[config.mk]
export PLATFORM = sky130hd
export DESIGN_NAME = ser_xcvr
export DESIGN_NICKNAME = d
export VERILOG_FILES = /design/src/rtl/ser_pkg.sv /design/src/rtl/ser_fifo.sv /design/src/rtl/ser_tx.sv /design/src/rtl/ser_rx.sv /design/src/rtl/ser_xcvr.sv
export SDC_FILE = /design/constraint.sdc
export NUM_CORES = 1
export LEC_CHECK = 0
export BUFFER_PORTS_ARGS = -buffer_cell sky130_fd_sc_hd__buf_2
export CAP_MARGIN = 20
export CELL_PAD_IN_SITES_DETAIL_PLACEMENT = 2
export CELL_PAD_IN_SITES_GLOBAL_PLACEMENT = 2
export CORE_MARGIN = 10
export CORE_UTILIZATION = 40
export DETAILED_ROUTE_END_ITERATION = 8
export HOLD_SLACK_MARGIN = 0.06
export PLACE_DENSITY = 0.75
export RECOVER_POWER = 100
export SETUP_SLACK_MARGIN = 0.1
export SLEW_MARGIN = 20
export SYNTH_ARGS = -nofsm -noshare
export SYNTH_HDL_FRONTEND = slang
export SYNTH_SLANG_ARGS = --single-unit
[constraint.sdc]
create_clock -name clk -period 9.05 [get_ports clk]
set_input_delay 1.81 -clock clk [delete_from_list [all_inputs] [get_ports clk]]
set_output_delay 1.81 -clock clk [all_outputs]
set_load 0.01 [all_outputs]
[src/rtl/ser_pkg.sv]
package ser_pkg;
   typedef enum logic [2:0] {PH_IDLE, PH_START, PH_DATA, PH_PAR, PH_STOP} phase_e;

   typedef struct packed {
      logic       par_en;
      logic       par_odd;
      logic       two_stop;
      logic [1:0] len;      // data bits minus 5
   } fmt_t;

   // word indices (byte address / 4)
   localparam logic [3:0] W_CTRL  = 4'h0;
   localparam logic [3:0] W_SAMP  = 4'h2;
   localparam logic [3:0] W_TXD   = 4'h4;
   localparam logic [3:0] W_RXD   = 4'h5;
   localparam logic [3:0] W_STAT  = 4'h6;
   localparam logic [3:0] W_MASK  = 4'h7;
   localparam logic [3:0] W_CLR   = 4'h9;
   localparam logic [3:0] W_EVT   = 4'hB;

   localparam int NUM_EVT = 7;
endpackage

[src/rtl/ser_fifo.sv]
module ser_fifo #(
   parameter int W     = 8,
   parameter int DEPTH = 8
) (
   input  logic         clk,
   input  logic         rst_n,
   input  logic         push,
   input  logic [W-1:0] din,
   input  logic         pop,
   output logic [W-1:0] head,
   output logic         empty,
   output logic         full
);
   localparam int AW = $clog2(DEPTH);

   generate
      if (DEPTH < 2 || (DEPTH & (DEPTH - 1)) != 0) begin : g_bad_depth
         $error("ser_fifo: DEPTH must be a power of two >= 2");
      end
   endgenerate

   logic [W-1:0]  mem [DEPTH];
   logic [AW-1:0] wp, rp;
   logic [AW:0]   cnt;
   logic          do_push, do_pop;

   assign empty   = (cnt == '0);
   assign full    = (cnt == (AW+1)'(DEPTH));
   assign do_push = push && !full;
   assign do_pop  = pop && !empty;
   assign head    = mem[rp];

   always_ff @(posedge clk or negedge rst_n) begin
      if (!rst_n) begin
         wp  <= '0;
         rp  <= '0;
         cnt <= '0;
      end else begin
         if (do_push) wp <= wp + AW'(1);
         if (do_pop)  rp <= rp + AW'(1);
         if (do_push && !do_pop)      cnt <= cnt + (AW+1)'(1);
         else if (do_pop && !do_push) cnt <= cnt - (AW+1)'(1);
      end
   end

   always_ff @(posedge clk) begin
      if (do_push) mem[wp] <= din;
   end

   a_r8_full_push_dropped: assert property (@(posedge clk) disable iff (!rst_n)
      (push && full && !pop) |=> (cnt == $past(cnt)));
endmodule

[src/rtl/ser_tx.sv]
module ser_tx
   import ser_pkg::*;
#(
   parameter int CNT_W = 24
) (
   input  logic             clk,
   input  logic             rst_n,
   input  logic             run,
   input  logic [CNT_W-1:0] period,
   input  fmt_t             fmt,
   input  logic             have,
   input  logic [7:0]       din,
   output logic             pop,
   output logic             txd
);
   phase_e           st;
   logic [CNT_W-1:0] cyc;
   logic [2:0]       idx;
   logic [7:0]       sh;
   logic             par, second;
   logic             last;
   logic [2:0]       last_idx;

   assign last     = (cyc == period - CNT_W'(1));
   assign last_idx = {1'b1, fmt.len};
   assign pop      = (st == PH_IDLE) && run && have;

   always_ff @(posedge clk or negedge rst_n) begin
      if (!rst_n) begin
         st <= PH_IDLE; cyc <= '0; idx <= '0; sh <= '0;
         par <= 1'b0; second <= 1'b0; txd <= 1'b1;
      end else if (st == PH_IDLE) begin
         txd <= 1'b1;
         if (pop) begin
            st <= PH_START; txd <= 1'b0; cyc <= '0;
            sh <= din; par <= fmt.par_odd; idx <= '0; second <= 1'b0;
         end
      end else begin
         cyc <= last ? '0 : cyc + CNT_W'(1);
         if (last) begin
            unique case (st)
               PH_START: begin
                  st <= PH_DATA; txd <= sh[0]; par <= par ^ sh[0]; sh <= sh >> 1;
               end
               PH_DATA: begin
                  if (idx == last_idx) begin
                     if (fmt.par_en) begin st <= PH_PAR; txd <= par; end
                     else            begin st <= PH_STOP; txd <= 1'b1; end
                  end else begin
                     idx <= idx + 3'd1; txd <= sh[0]; par <= par ^ sh[0]; sh <= sh >> 1;
                  end
               end
               PH_PAR:  begin st <= PH_STOP; txd <= 1'b1; end
               PH_STOP: begin
                  txd <= 1'b1;
                  if (fmt.two_stop && !second) second <= 1'b1;
                  else                         st <= PH_IDLE;
               end
               default: st <= PH_IDLE;
            endcase
         end
      end
   end

   a_r3_idle_line_high: assert property (@(posedge clk) disable iff (!rst_n)
      (st == PH_IDLE) |-> txd);
   a_r11_no_start_when_off: assert property (@(posedge clk) disable iff (!rst_n)
      (st == PH_IDLE && !run) |=> (st == PH_IDLE));
endmodule

[src/rtl/ser_rx.sv]
module ser_rx
   import ser_pkg::*;
#(
   parameter int CNT_W = 24
) (
   input  logic             clk,
   input  logic             rst_n,
   input  logic             run,
   input  logic [CNT_W-1:0] period,
   input  logic [CNT_W-1:0] samp,
   input  fmt_t             fmt,
   input  logic             rxd,
   output logic             push,
   output logic [7:0]       dout,
   output logic             perr,
   output logic             serr
);
   phase_e           st;
   logic [CNT_W-1:0] cyc;
   logic [2:0]       idx;
   logic             s1, s2, s3, par, second;
   logic             last, at_samp;
   logic [2:0]       last_idx;

   assign last     = (cyc == period - CNT_W'(1));
   assign at_samp  = (cyc == samp);
   assign last_idx = {1'b1, fmt.len};

   always_ff @(posedge clk or negedge rst_n) begin
      if (!rst_n) begin
         s1 <= 1'b1; s2 <= 1'b1; s3 <= 1'b1;
         st <= PH_IDLE; cyc <= '0; idx <= '0; dout <= '0;
         par <= 1'b0; second <= 1'b0; perr <= 1'b0; serr <= 1'b0; push <= 1'b0;
      end else begin
         s1 <= rxd; s2 <= s1; s3 <= s2;
         push <= 1'b0;
         if (!run) begin
            st <= PH_IDLE;
         end else if (st == PH_IDLE) begin
            if (s3 && !s2) begin
               st <= PH_START; cyc <= '0; idx <= '0; dout <= '0;
               par <= fmt.par_odd; second <= 1'b0; perr <= 1'b0; serr <= 1'b0;
            end
         end else begin
            cyc <= last ? '0 : cyc + CNT_W'(1);
            unique case (st)
               PH_START: begin
                  if (at_samp && s2) st <= PH_IDLE;
                  else if (last)     st <= PH_DATA;
               end
               PH_DATA: begin
                  if (at_samp) begin dout[idx] <= s2; par <= par ^ s2; end
                  if (last) begin
                     if (idx == last_idx) st <= fmt.par_en ? PH_PAR : PH_STOP;
                     else                 idx <= idx + 3'd1;
                  end
               end
               PH_PAR: begin
                  if (at_samp) perr <= par ^ s2;
                  if (last)    st <= PH_STOP;
               end
               PH_STOP: begin
                  if (at_samp) begin
                     serr <= serr | ~s2;
                     if (!(fmt.two_stop && !second)) begin
                        push <= 1'b1; st <= PH_IDLE;
                     end
                  end
                  if (last) second <= 1'b1;
               end
               default: st <= PH_IDLE;
            endcase
         end
      end
   end

   a_r12_off_goes_idle: assert property (@(posedge clk) disable iff (!rst_n)
      !run |=> (st == PH_IDLE));
   a_r5_push_after_stop: assert property (@(posedge clk) disable iff (!rst_n)
      push |-> ($past(st) == PH_STOP));
endmodule

[src/rtl/ser_xcvr.sv]
module ser_xcvr
   import ser_pkg::*;
#(
   parameter int CNT_W  = 24,
   parameter int DEPTH  = 8,
   parameter int ADDR_W = 6
) (
   input  logic              clk,
   input  logic              rst_n,
   input  logic              bus_wr,
   input  logic              bus_rd,
   input  logic [ADDR_W-1:0] bus_addr,
   input  logic [31:0]       bus_wdata,
   output logic [31:0]       bus_rdata,
   input  logic              ser_rx,
   output logic              ser_tx,
   output logic              irq
);
   generate
      if (CNT_W < 4 || CNT_W > 24) begin : g_bad_cnt
         $error("ser_xcvr: CNT_W must be 4..24");
      end
      if (ADDR_W < 6) begin : g_bad_addr
         $error("ser_xcvr: ADDR_W must be >= 6");
      end
   endgenerate

   logic [31:0]        ctrl;
   logic [CNT_W-1:0]   samp;
   logic [NUM_EVT-1:0] mask, flags, ev, clr;
   logic [3:0]         widx;
   fmt_t               fmt;
   logic               tx_push, tx_pop, tx_empty, tx_full;
   logic               rx_push, rx_pop, rx_empty, rx_full, perr, serr;
   logic [7:0]         tx_head, rx_head, rx_char;
   logic               unused_lsb;

   assign unused_lsb = ^bus_addr[1:0];
   assign widx    = bus_addr[5:2];
   assign fmt     = fmt_t'(ctrl[4:0]);
   assign tx_push = bus_wr && (widx == W_TXD);
   assign rx_pop  = bus_rd && (widx == W_RXD);

   ser_fifo #(.W(8), .DEPTH(DEPTH)) u_txq (
      .clk, .rst_n, .push(tx_push), .din(bus_wdata[7:0]), .pop(tx_pop),
      .head(tx_head), .empty(tx_empty), .full(tx_full));

   ser_fifo #(.W(8), .DEPTH(DEPTH)) u_rxq (
      .clk, .rst_n, .push(rx_push), .din(rx_char), .pop(rx_pop),
      .head(rx_head), .empty(rx_empty), .full(rx_full));

   ser_tx #(.CNT_W(CNT_W)) u_tx (
      .clk, .rst_n, .run(ctrl[7] & ctrl[5]), .period(ctrl[8 +: CNT_W]), .fmt,
      .have(!tx_empty), .din(tx_head), .pop(tx_pop), .txd(ser_tx));

   ser_rx #(.CNT_W(CNT_W)) u_rx (
      .clk, .rst_n, .run(ctrl[7] & ctrl[6]), .period(ctrl[8 +: CNT_W]), .samp, .fmt,
      .rxd(ser_rx), .push(rx_push), .dout(rx_char), .perr, .serr);

   assign ev  = {!rx_empty, tx_empty, rx_pop && rx_empty, rx_push && rx_full,
                 rx_push && perr, rx_push && serr, tx_push && tx_full};
   assign clr = (bus_wr && widx == W_CLR) ? bus_wdata[NUM_EVT-1:0] : '0;
   assign irq = |(flags & mask);

   always_ff @(posedge clk or negedge rst_n) begin
      if (!rst_n) begin
         ctrl  <= '0;
         samp  <= '0;
         mask  <= '0;
         flags <= '0;
      end else begin
         if (bus_wr && widx == W_CTRL) ctrl <= bus_wdata;
         if (bus_wr && widx == W_SAMP) samp <= bus_wdata[CNT_W-1:0];
         if (bus_wr && widx == W_MASK) mask <= bus_wdata[NUM_EVT-1:0];
         flags <= (flags & ~clr) | ev;
      end
   end

   always_comb begin
      bus_rdata = '0;
      unique case (widx)
         W_CTRL: bus_rdata = ctrl;
         W_SAMP: bus_rdata[CNT_W-1:0] = samp;
         W_RXD:  bus_rdata[7:0] = rx_empty ? 8'h00 : rx_head;
         W_STAT: bus_rdata[3:0] = {tx_empty, tx_full, rx_empty, rx_full};
         W_MASK: bus_rdata[NUM_EVT-1:0] = mask;
         W_EVT:  bus_rdata[NUM_EVT-1:0] = flags;
         default: bus_rdata = '0;
      endcase
   end

   a_r9_underrun_flag: assert property (@(posedge clk) disable iff (!rst_n)
      (rx_pop && rx_empty) |=> flags[4]);
   a_r10_w1c_clears: assert property (@(posedge clk) disable iff (!rst_n)
      (bus_wr && widx == W_CLR && bus_wdata[3] && !(rx_push && rx_full)) |=> !flags[3]);
   a_r8_tx_overrun_cause: assert property (@(posedge clk) disable iff (!rst_n)
      $rose(flags[0]) |-> $past(tx_push && tx_full));
endmodule

==> results of run 1 <==
[cell type report]
type | instances | area [um2] | share of cell area
Clock buffer | 54 | 1050 | 0.0595
Clock inverter | 12 | 169 | 0.00955
Inverter | 32 | 120 | 0.00679
Multi-Input combinational cell | 944 | 7010 | 0.396
Sequential cell | 305 | 8280 | 0.468
Tap cell | 518 | 648 | 0.0366
Timing Repair Buffer | 90 | 409 | 0.0231
[layout by cell type (no fill, tap or decap), types with 23 or more instances in the layout]
cell | synthesis | final
a22o_1 | 25 | 25
nand3_1 | 33 | 33
nor3_1 | 30 | 30
edfxtp_1 | 128 | 128
dfrtp_1 | 173 | 172
nand2_1 | 91 | 91
or3_1 | 27 | 27
a21oi_1 | 48 | 48
o21ai_0 | 68 | 69
nor2_1 | 97 | 98
xor2_1 | 52 | 52
nand4_1 | 23 | 23
a31oi_1 | 24 | 24
buf_2 | 7 | 33
inv_1 | 31 | 31
xnor2_1 | 58 | 58
mux4_2 | 32 | 32
clkbuf_1 | 61 | 64
nor4_1 | 23 | 25
clkbuf_16 | 0 | 39
mux2_2 | 70 | 68
[power groups by stage]
stage	Clock [W]	Sequential, W	Combinational [W]
after floorplan	0	0.00172	0.000716
after detailed placement	0	0.00193	0.000831
after global placement	0	0.00193	0.000767
after global routing	0.00161	0.00194	0.000907
final	0.00152	0.00191	0.000812
after CTS	0.00155	0.00191	0.000838
[worst max-delay path by stage]
stage | startpoint | endpoint | slack (ns) | cells past startpoint
floorplan | bus_addr[2] | bus_rdata[10] | 4.08 | 5
global placement | bus_addr[4] | bus_rdata[2] | 3.60 | 5
detailed placement | bus_addr[4] | bus_rdata[2] | 3.46 | 5
CTS | bus_addr[4] | bus_rdata[2] | 3.41 | 5
global route | bus_addr[3] | bus_rdata[1] | 2.49 | 6
finish | bus_addr[3] | bus_rdata[1] | 2.60 | 6
[per-stage QoR]
stage               area, um2  hold slack, ns
floorplan               15800           0.345
global placement        16600           0.347
detailed placement      16600           0.349
CTS                     17800           0.358
global route            17700           0.367
finish                  17700           0.364
[state kept, by name (all words and copies together), names as in the netlist, 3 cells and up]
name and cells:
u_rxq.cnt 4, u_txq.rp 3, u_rxq.rp 3, u_rxq.wp 3, mask 7, u_rx.idx 3
u_txq.mem 64, u_rx.cyc 24, u_rx.st 3, flags 7, u_rx.dout 8, u_tx.st 3
samp 24, u_tx.sh 8, u_tx.idx 3, u_txq.wp 3, u_rxq.mem 64, u_tx.cyc 24
u_txq.cnt 4, ctrl 32
[worst reg2reg max path, delay by kind of cell (launching register included)]
family                   cells  cell delay [ns]
AND/OR/NAND/NOR              7             4.04
flip-flops                   1             0.55
adder cells (fa/ha/maj)      1             0.38
XOR/XNOR                     1             0.30
AO/OA/AOI/OAI                1             0.26
buffers and inverters        1             0.13
[logic make-up after synthesis]
kind of cell    Yosys count
buf+inv                 121
xor+xnor                114
simple gates            430
fa+ha+maj                18
flops                   305
mux                     130
compound gates          252
[routing by layer]
layer  GRT usage  up-vias  wire, um
met5           0        -         0
met1       0.283     6070     22500
met4      0.0545        0       936
met3      0.0316       64      2130
met2       0.354      255     24700
li1            -     5179         -
==> run_results.csv, run 1 <==
group,metric,value,unit
timing,worst_pin_slew,2.96,ns
yosys,ys_seq_area_frac,0.523,
timing,maxSlewViolCount,112,
yosys,ys_top_cells_by_area,"dfrtp_1 (27%), edfxtp_1 (24%), mux2_2 (5.0%)",
power_and_ir_drop,p_leak,6.73,nW
worst_hold_path,hold_path.class,"reg2reg",
layout,final_core_util,0.454,
placed_design,pre_cts_slack,3.46,ns
power_and_ir_drop,power,0.00424,W
die,core.rowCount,72,
worst_setup_path,worstSetupStartpointType,"primary input",
worst_setup_path,crit_arrival,4.64,ns
die,core_area,38900,um2
die,io_pins,77,
clock_network,numClockSinks,305,
layout,drive_gt1_frac,0.148,
worst_setup_path,cpLargestDelayFamily,"buffers and inverters",
clock_network,clock_path_buffers,3,
yosys,synth_top_area_frac,0.273,
placed_design,io_buffers,74,
timing,fin_tns_setup,0,ns
clock_network,tritoncts,"done",
timing,fmax,0.155,GHz
worst_hold_path,hold_path_end,"u_rx.s2$_DFF_PN1_",
worst_setup_path,setup.worst_path.class,"in2out",
yosys,ys_seq_elements,305,
timing,final.setup.worst_slack,2.60,ns
clock_network,cts_made_buffers,37,
yosys,yosysTopAreaCell,"dfrtp_1",
run_status,violations,"max-capacitance violations, max-slew violations",
layout,area_delta_synth_final,11.6,%
drt,first_pass_iters,5,
grt,track_usage,0.212,
clock_network,cts_root_buf,"clkbuf_16",
clock_network,ctsResizeCount,0,
worst_setup_path,r2r_end,"u_rx.cyc[20]$_DFFE_PN0P_",
yosys,synth.area.mux_share,0.114,
grt,grt_pass1_wl,78600,um
grt,grt-ovfl-total,0,
drt,wl_per_cell,25.7,um
worst_setup_path,ff2ff_path_depth,11,
die,dieArea,48000,um2
timing,setup_viol,0,
yosys,synth_compound_gate_area_share,0.105,
power_and_ir_drop,ir_drop,171,uV
placed_design,gp_congestion,0.859,
grt,grt_pass1_vias,12600,
drt,wirelength,50300,um
die,initial_core_util,0.407,
yosys,synthAdderAreaFrac,0.0150,
drt,drtIter0Drc,896,
placed_design,dp_hpwl,35900,um
yosys,yosysWarnings,0,
worst_setup_path,path_cells,"clkbuf_1, nor4_1, clkbuf_1, a222oi_1, o21ai_0, clkbuf_1",
layout,fill_cells,3977,
yosys,yosys.area_share.simple,0.145,
clock_network,cts_setup_buffers,0,
layout,finalNonFillerCells,1955,
timing,min_period,6.45,ns
worst_setup_path,worstSetupEndpointType,"primary output",
worst_setup_path,r2r_start,"ctrl[8]$_DFFE_PN0P_",
worst_setup_path,cp_data_required_time,7.24,ns
layout,num-nets-final,1470,
timing,slew_headroom,-0.973,
drt,drtAntennaViolNets,0,
power_and_ir_drop,p_clk_frac,0.358,
power_and_ir_drop,power.density,240,nW/um2
drt,drc,0,
worst_setup_path,r2r_slack,3.18,ns
placed_design,dp.cells,1889,
clock_network,clk_pin_slew,0.05,ns
grt,grt_start_max_net_pins,67,
die,die_x,219,um
drt,viasPerCell,5.92,
layout,antenna_cells,0,
yosys,synth_fp_nets,1430,
timing,hold_violations,0,
power_and_ir_drop,combPwrFrac,0.192,
yosys,synth_area,15800,um2
yosys,synth_top_family_by_area,"simple AND/OR/NAND/NOR gates",
yosys,synthTopCellsByCount,"dfrtp_1 (173), edfxtp_1 (128), nor2_1 (97)",
power_and_ir_drop,switching_share,0.310,
worst_setup_path,slowest_delay,1.28,ns
yosys,ys_types,88,
worst_setup_path,critPathMaxFanout,30,
clock_network,clk-insertion-delay-late,0.56,ns
power_and_ir_drop,internal-power,0.00292,W
run,cap_violations,3,
die,die-height,219,um
yosys,synthArstFlopShare,0.580,
worst_setup_path,path_common_cell,"clkbuf_1",
worst_hold_path,holdPathStages,0,
worst_hold_path,hp-start,"u_rx.s1$_DFF_PN1_",
power_and_ir_drop,switchingPower,0.00131,W
yosys,synth_ff_type,"dfrtp_1",
worst_setup_path,crit_slowest_cell,"clkbuf_1",
timing,finalCritPeriodShare,0.713,
timing,rsz0062_at_grt,"no",
drt,vias,11600,
yosys,synth-xor-area-share,0.0665,
run_status,status,"finished, violations left",
worst_setup_path,crit_buf_inv,3,
yosys,syn_avg_cell_area,11.6,um2
yosys,syn_inst,1370,
clock_network,cts_hold_buf,0,
yosys,yosysMostFrequentCell,"dfrtp_1",
timing,finClkSkew,0.0215,ns
power_and_ir_drop,seqPwrFrac,0.450,
clock_network,htree_levels,2,
yosys,synth-edff-count,128,
grt,antenna_found_initial,0,
No activity file was read; power rests on OpenSTA's default activity.
==> inputs of run 2 (changes only) <==
- clock period: 9.05 -> 6.1 ns (I/O delays scaled with it)
==> run 2 against run 1 <==
Net effect:
- the flow still finishes with violations (max-capacitance violations, max-slew violations)
- die area did not move
- via count is 0.62% lower
- combinational power is 47% higher
- core utilization grew 0.061 points
- final cell count down 0.15%
- first-iteration DRC count down 22%
- power increased by 48%
- clock skew down 0.0070 ns
- sequential power grew 49%
- worst hold slack gained 0.0039 ns
==> run_results.csv, run 2 (same netlist as run 1, synthesis figures left out) <==
group,metric,value,unit
grt,grt_start_max_net_pins,97,
drt,drc,0,
timing,hold_violations,0,
worst_hold_path,hold_path_end,"u_rx.s2$_DFF_PN1_",
worst_setup_path,path_common_cell,"clkbuf_1",
die,core.rowCount,72,
timing,slew_headroom,-1.76,
worst_setup_path,worstSetupEndpointType,"primary output",
drt,first_pass_iters,5,
timing,finalCritPeriodShare,0.842,
drt,drtIter0Drc,699,
grt,antenna_found_initial,0,
worst_setup_path,ff2ff_path_depth,11,
drt,vias,11500,
worst_hold_path,hold_path.class,"reg2reg",
timing,rsz0062_at_grt,"no",
placed_design,gp_congestion,0.848,
clock_network,numClockSinks,305,
layout,drive_gt1_frac,0.151,
clock_network,cts_hold_buf,0,
timing,fin_tns_setup,0,ns
power_and_ir_drop,p_leak,6.74,nW
clock_network,clk_pin_slew,0.06,ns
grt,grt_pass1_vias,12800,
worst_setup_path,crit_slowest_cell,"clkbuf_1",
power_and_ir_drop,power.density,354,nW/um2
worst_setup_path,worstSetupStartpointType,"primary input",
clock_network,cts_made_buffers,36,
layout,reg.largest.list,"u_rxq.mem x64, u_txq.mem x64, ctrl x32",
worst_hold_path,holdPathStages,0,
clock_network,tritoncts,"done",
placed_design,dp_hpwl,35100,um
timing,worst_pin_slew,4.14,ns
timing,setup_viol,0,
die,io_pins,77,
clock_network,htree_levels,2,
clock_network,ctsResizeCount,0,
placed_design,postPlaceCellArea,16600,um2
drt,drtAntennaViolNets,0,
worst_setup_path,r2r_slack,1.05,ns
timing,min_period,5.13,ns
layout,finalNonFillerCells,1952,
timing,final.setup.worst_slack,0.966,ns
worst_setup_path,r2r_start,"ctrl[8]$_DFFE_PN0P_",
die,core_area,38900,um2
layout,register_area,8280,um2
grt,grt-ovfl-total,0,
run,cap_violations,2,
die,die_x,219,um
worst_setup_path,r2r_end,"u_rx.cyc[19]$_DFFE_PN0P_",
layout,multi_input_comb_area,7020,um2
clock_network,clock_path_buffers,3,
drt,viasPerCell,5.89,
layout,most-common-layout-cells,"dfrtp_1 (171), edfxtp_1 (128), nor2_1 (97)",
worst_setup_path,path_cells,"clkbuf_1, nor4_1, clkbuf_1, a222oi_1, o21ai_0, clkbuf_1",
layout,area_delta_synth_final,11.8,%
layout,layout_commonest_cell,"dfrtp_1",
placed_design,dp.cells,1887,
clock_network,cts_root_buf,"clkbuf_16",
grt,grt_pass1_wl,78100,um
worst_setup_path,cpLargestDelayFamily,"buffers and inverters",
timing,fmax,0.195,GHz
worst_setup_path,crit_buf_inv,3,
layout,num-nets-final,1467,
placed_design,pre_cts_slack,1.50,ns
grt,track_usage,0.210,
clock_network,cts_setup_buffers,0,
layout,antenna_cells,0,
run_status,violations,"max-capacitance violations, max-slew violations",
die,dieArea,48000,um2
layout,fill_cells,3968,
worst_setup_path,cp_data_required_time,4.88,ns
worst_setup_path,crit_arrival,3.91,ns
worst_setup_path,critPathMaxFanout,30,
power_and_ir_drop,ir_drop,254,uV
worst_setup_path,slowest_delay,1.24,ns
placed_design,io_buffers,74,
timing,holdWs,0.368,ns
die,die-height,219,um
clock_network,clk-insertion-delay-late,0.55,ns
run_status,status,"finished, violations left",
worst_setup_path,setup.worst_path.class,"in2out",
drt,wirelength,49900,um
timing,maxSlewViolCount,113,
worst_hold_path,hp-start,"u_rx.s1$_DFF_PN1_",
die,initial_core_util,0.407,
timing,finClkSkew,0.0145,ns
drt,wl_per_cell,25.6,um
layout,final_area,17700,um2
==> run 2: per-layer routing <==
layer	GRT usage	wire, um	up-vias
li1	-	-	5154
met1	0.284	22900	6092
met2	0.351	24500	193
met3	0.0279	1740	57
met4	0.0490	865	0
met5	0	0	-
==> run 2: final cells by class <==
type,count,area share
Inverter,32,0.00678
Timing Repair Buffer,88,0.0230
Multi-Input combinational cell,944,0.397
Sequential cell,305,0.468
Clock inverter,14,0.0100
Clock buffer,51,0.0593
Tap cell,518,0.0366
==> run 2: through the flow <==
step,power [W],utilization
2_1_floorplan,0.00362,-
3_3_place_gp,0.00400,0.427
3_5_place_dp,0.00408,0.427
4_1_cts,0.00635,0.458
5_1_grt,0.00658,0.455
6_report,0.00627,0.455
==> run 2: how the worst max path moves through the flow <==
stage	startpoint	end	slack (ns)	depth (start not counted)
6_report	bus_addr[4]	bus_rdata[2]	0.97	6
5_1_grt	ctrl[8]$_DFFE_PN0P_	u_rx.cyc[16]$_DFFE_PN0P_	0.55	11
4_1_cts	ctrl[8]$_DFFE_PN0P_	u_tx.sh[1]$_DFFE_PN0P_	1.48	12
3_5_place_dp	ctrl[8]$_DFFE_PN0P_	u_tx.sh[1]$_DFFE_PN0P_	1.50	12
3_3_place_gp	ctrl[8]$_DFFE_PN0P_	u_tx.sh[4]$_DFFE_PN0P_	1.65	11
2_1_floorplan	bus_addr[2]	bus_rdata[10]	2.31	5
==> run 2: power breakdown <==
part	internal (W)	switching, W	leakage (nW)
clock network	0.00137	0.000872	0.605
registers	0.00235	0.000490	3.37
logic	0.000610	0.000576	2.77
==> inputs of run 3 (changes only) <==
- CORE_UTILIZATION: 40 -> 38
- clock period: 6.1 -> 4.67 ns (I/O delays scaled with it)
==> run 3 against run 2 <==
Net effect:
- the run still ends with max-capacitance violations, max-slew violations left
- clock skew up 0.0087 ns
- global-route usage fell by 0.68 points
- largest cell class unchanged
- setup slack worse by 0.73 ns
- first-iteration DRC count rose by 17%
- count of clock-buffer cells in the layout rose by 1
- sequential power is 29% higher
- critical endpoint is now bus_rdata[1]
- design area increased by 1.4%
- worst hold slack worse by 0.0060 ns
- routed wire length rose by 2.1%
- final cell count is 1.8% higher
- via count grew 0.92%
==> run_results.csv, run 3 (same netlist as run 1, synthesis figures left out) <==
group,metric,value,unit
placed_design,dp.cells,1920,
die,core_area,41000,um2
layout,final_area,18000,um2
clock_network,htree_levels,2,
placed_design,io_buffers,74,
timing,maxSlewViolCount,186,
run_status,status,"finished, violations left",
timing,worst_pin_slew,2.54,ns
clock_network,clk_pin_slew,0.05,ns
layout,drive_gt1_frac,0.172,
clock_network,tritoncts,"done",
grt,grt_pass1_vias,12900,
timing,final.setup.worst_slack,0.232,ns
layout,fill_cells,4162,
worst_setup_path,worstSetupStartpointType,"primary input",
worst_setup_path,r2r_slack,0.35,ns
worst_setup_path,setup.worst_path.class,"in2out",
grt,grt-ovfl-total,0,
worst_setup_path,critPathMaxFanout,30,
worst_hold_path,hold_path.class,"reg2reg",
layout,layout_commonest_cell,"dfrtp_1",
timing,min_period,4.44,ns
drt,wl_per_cell,25.6,um
drt,viasPerCell,5.84,
layout,num-nets-final,1487,
die,io_pins,77,
grt,grt_pass1_wl,79600,um
grt,antenna_found_initial,0,
worst_setup_path,path_common_cell,"clkbuf_1",
timing,setup_viol,0,
timing,finClkSkew,0.0232,ns
drt,first_pass_iters,5,
worst_setup_path,worstSetupEndpointType,"primary output",
clock_network,cts_root_buf,"clkbuf_16",
worst_setup_path,crit_arrival,3.50,ns
timing,fin_tns_setup,0,ns
layout,reg.largest.list,"u_rxq.mem x64, u_txq.mem x64, ctrl x32",
clock_network,cts_made_buffers,37,
die,die-height,224,um
timing,slew_headroom,-0.690,
drt,drtAntennaViolNets,0,
grt,track_usage,0.203,
die,initial_core_util,0.386,
grt,grt_start_max_net_pins,95,
drt,drc,0,
worst_setup_path,ff2ff_path_depth,11,
worst_setup_path,cp-endpoint,"bus_rdata[1]",
clock_network,cts_hold_buf,0,
placed_design,postPlaceCellArea,16800,um2
worst_setup_path,cp_data_required_time,3.74,ns
layout,finalNonFillerCells,1988,
power_and_ir_drop,p_leak,6.86,nW
worst_setup_path,r2r_end,"u_tx.sh[6]$_DFFE_PN0P_",
placed_design,gp_congestion,0.876,
worst_setup_path,r2r_start,"ctrl[9]$_DFFE_PN0P_",
drt,vias,11600,
layout,antenna_cells,0,
clock_network,clk-insertion-delay-late,0.57,ns
drt,drtIter0Drc,821,
layout,area_delta_synth_final,13.4,%
worst_setup_path,crit_slowest_cell,"clkbuf_1",
timing,fmax,0.225,GHz
worst_setup_path,slowest_delay,1.20,ns
timing,rsz0062_at_grt,"no",
timing,holdWs,0.362,ns
layout,most-common-layout-cells,"dfrtp_1 (172), edfxtp_1 (128), nor2_1 (97)",
die,dieArea,50300,um2
power_and_ir_drop,power.density,467,nW/um2
placed_design,pre_cts_slack,0.368,ns
run,cap_violations,4,
power_and_ir_drop,ir_drop,346,uV
die,die_x,224,um
run_status,violations,"max-capacitance violations, max-slew violations",
clock_network,clock_path_buffers,3,
die,core.rowCount,74,
worst_setup_path,path_cells,"buf_2, nor4_2, clkbuf_1, a222oi_1, o21ai_0, clkbuf_1",
clock_network,numClockSinks,305,
timing,finalCritPeriodShare,0.950,
placed_design,dp_hpwl,35900,um
drt,wirelength,51000,um
timing,hold_violations,0,
worst_setup_path,startpoint,"bus_addr[3]",
==> run 3: through the flow <==
stage | utilization | power [W]
4_1_cts | 0.441 | 0.00848
3_5_place_dp | 0.409 | 0.00540
5_1_grt | 0.438 | 0.00880
2_1_floorplan | - | 0.00473
6_report | 0.438 | 0.00838
3_3_place_gp | 0.409 | 0.00528
==> run 3: layout make-up <==
class | instances | area [um2] | area share
flip-flops and latches | 305 | 8280 | 0.461
multi-input cells | 944 | 7070 | 0.394
clock buffers | 52 | 1100 | 0.0615
well taps | 532 | 666 | 0.0371
repair buffers | 107 | 527 | 0.0293
clock inverters | 16 | 194 | 0.0108
inverters | 32 | 120 | 0.00669
==> run 3: routing by layer <==
| layer | share of wire | vias to the layer above | wire length, um | GRT usage |
|---|---|---|---|---|
| met3 | 0.025 | 60 | 1250 | 0.0219 |
| met4 | 0.016 | 0 | 841 | 0.0485 |
| met2 | 0.51 | 157 | 25800 | 0.351 |
| met5 | 0 | - | 0 | 0 |
| li1 | - | 5205 | - | - |
| met1 | 0.45 | 6180 | 23100 | 0.268 |
==> run 3: report_power, final <==
part | switching (W) | internal [W] | leakage [nW]
logic | 0.000841 | 0.000842 | 2.88
registers | 0.000598 | 0.00307 | 3.34
clock network | 0.00120 | 0.00183 | 0.636
total | 0.00264 | 0.00575 | 6.86
==> run 3: worst min path at each step <==
stage | startpoint | endpoint | slack, ns | depth (start not counted)
floorplan | u_rx.s1$_DFF_PN1_ | u_rx.s2$_DFF_PN1_ | 0.35 | 0
global placement | u_rx.s1$_DFF_PN1_ | u_rx.s2$_DFF_PN1_ | 0.35 | 0
detailed placement | u_rx.s1$_DFF_PN1_ | u_rx.s2$_DFF_PN1_ | 0.35 | 0
CTS | u_rx.s1$_DFF_PN1_ | u_rx.s2$_DFF_PN1_ | 0.36 | 0
global route | u_rx.s1$_DFF_PN1_ | u_rx.s2$_DFF_PN1_ | 0.36 | 0
finish | u_rx.s1$_DFF_PN1_ | u_rx.s2$_DFF_PN1_ | 0.36 | 0
==> run 3: critical path, delay by kind of cell <==
family | cells | cell delay [ns]
buffers and inverters | 3 | 1.59
and+or+nand+nor | 1 | 0.32
AOI/OAI and AO/OA | 2 | 0.65
==> run 3: what timing repair did <==
action                     in CTS  in global routing
setup endpoints to repair       0                  7
gates resized for setup         0                  2
buffers inserted                0                  0
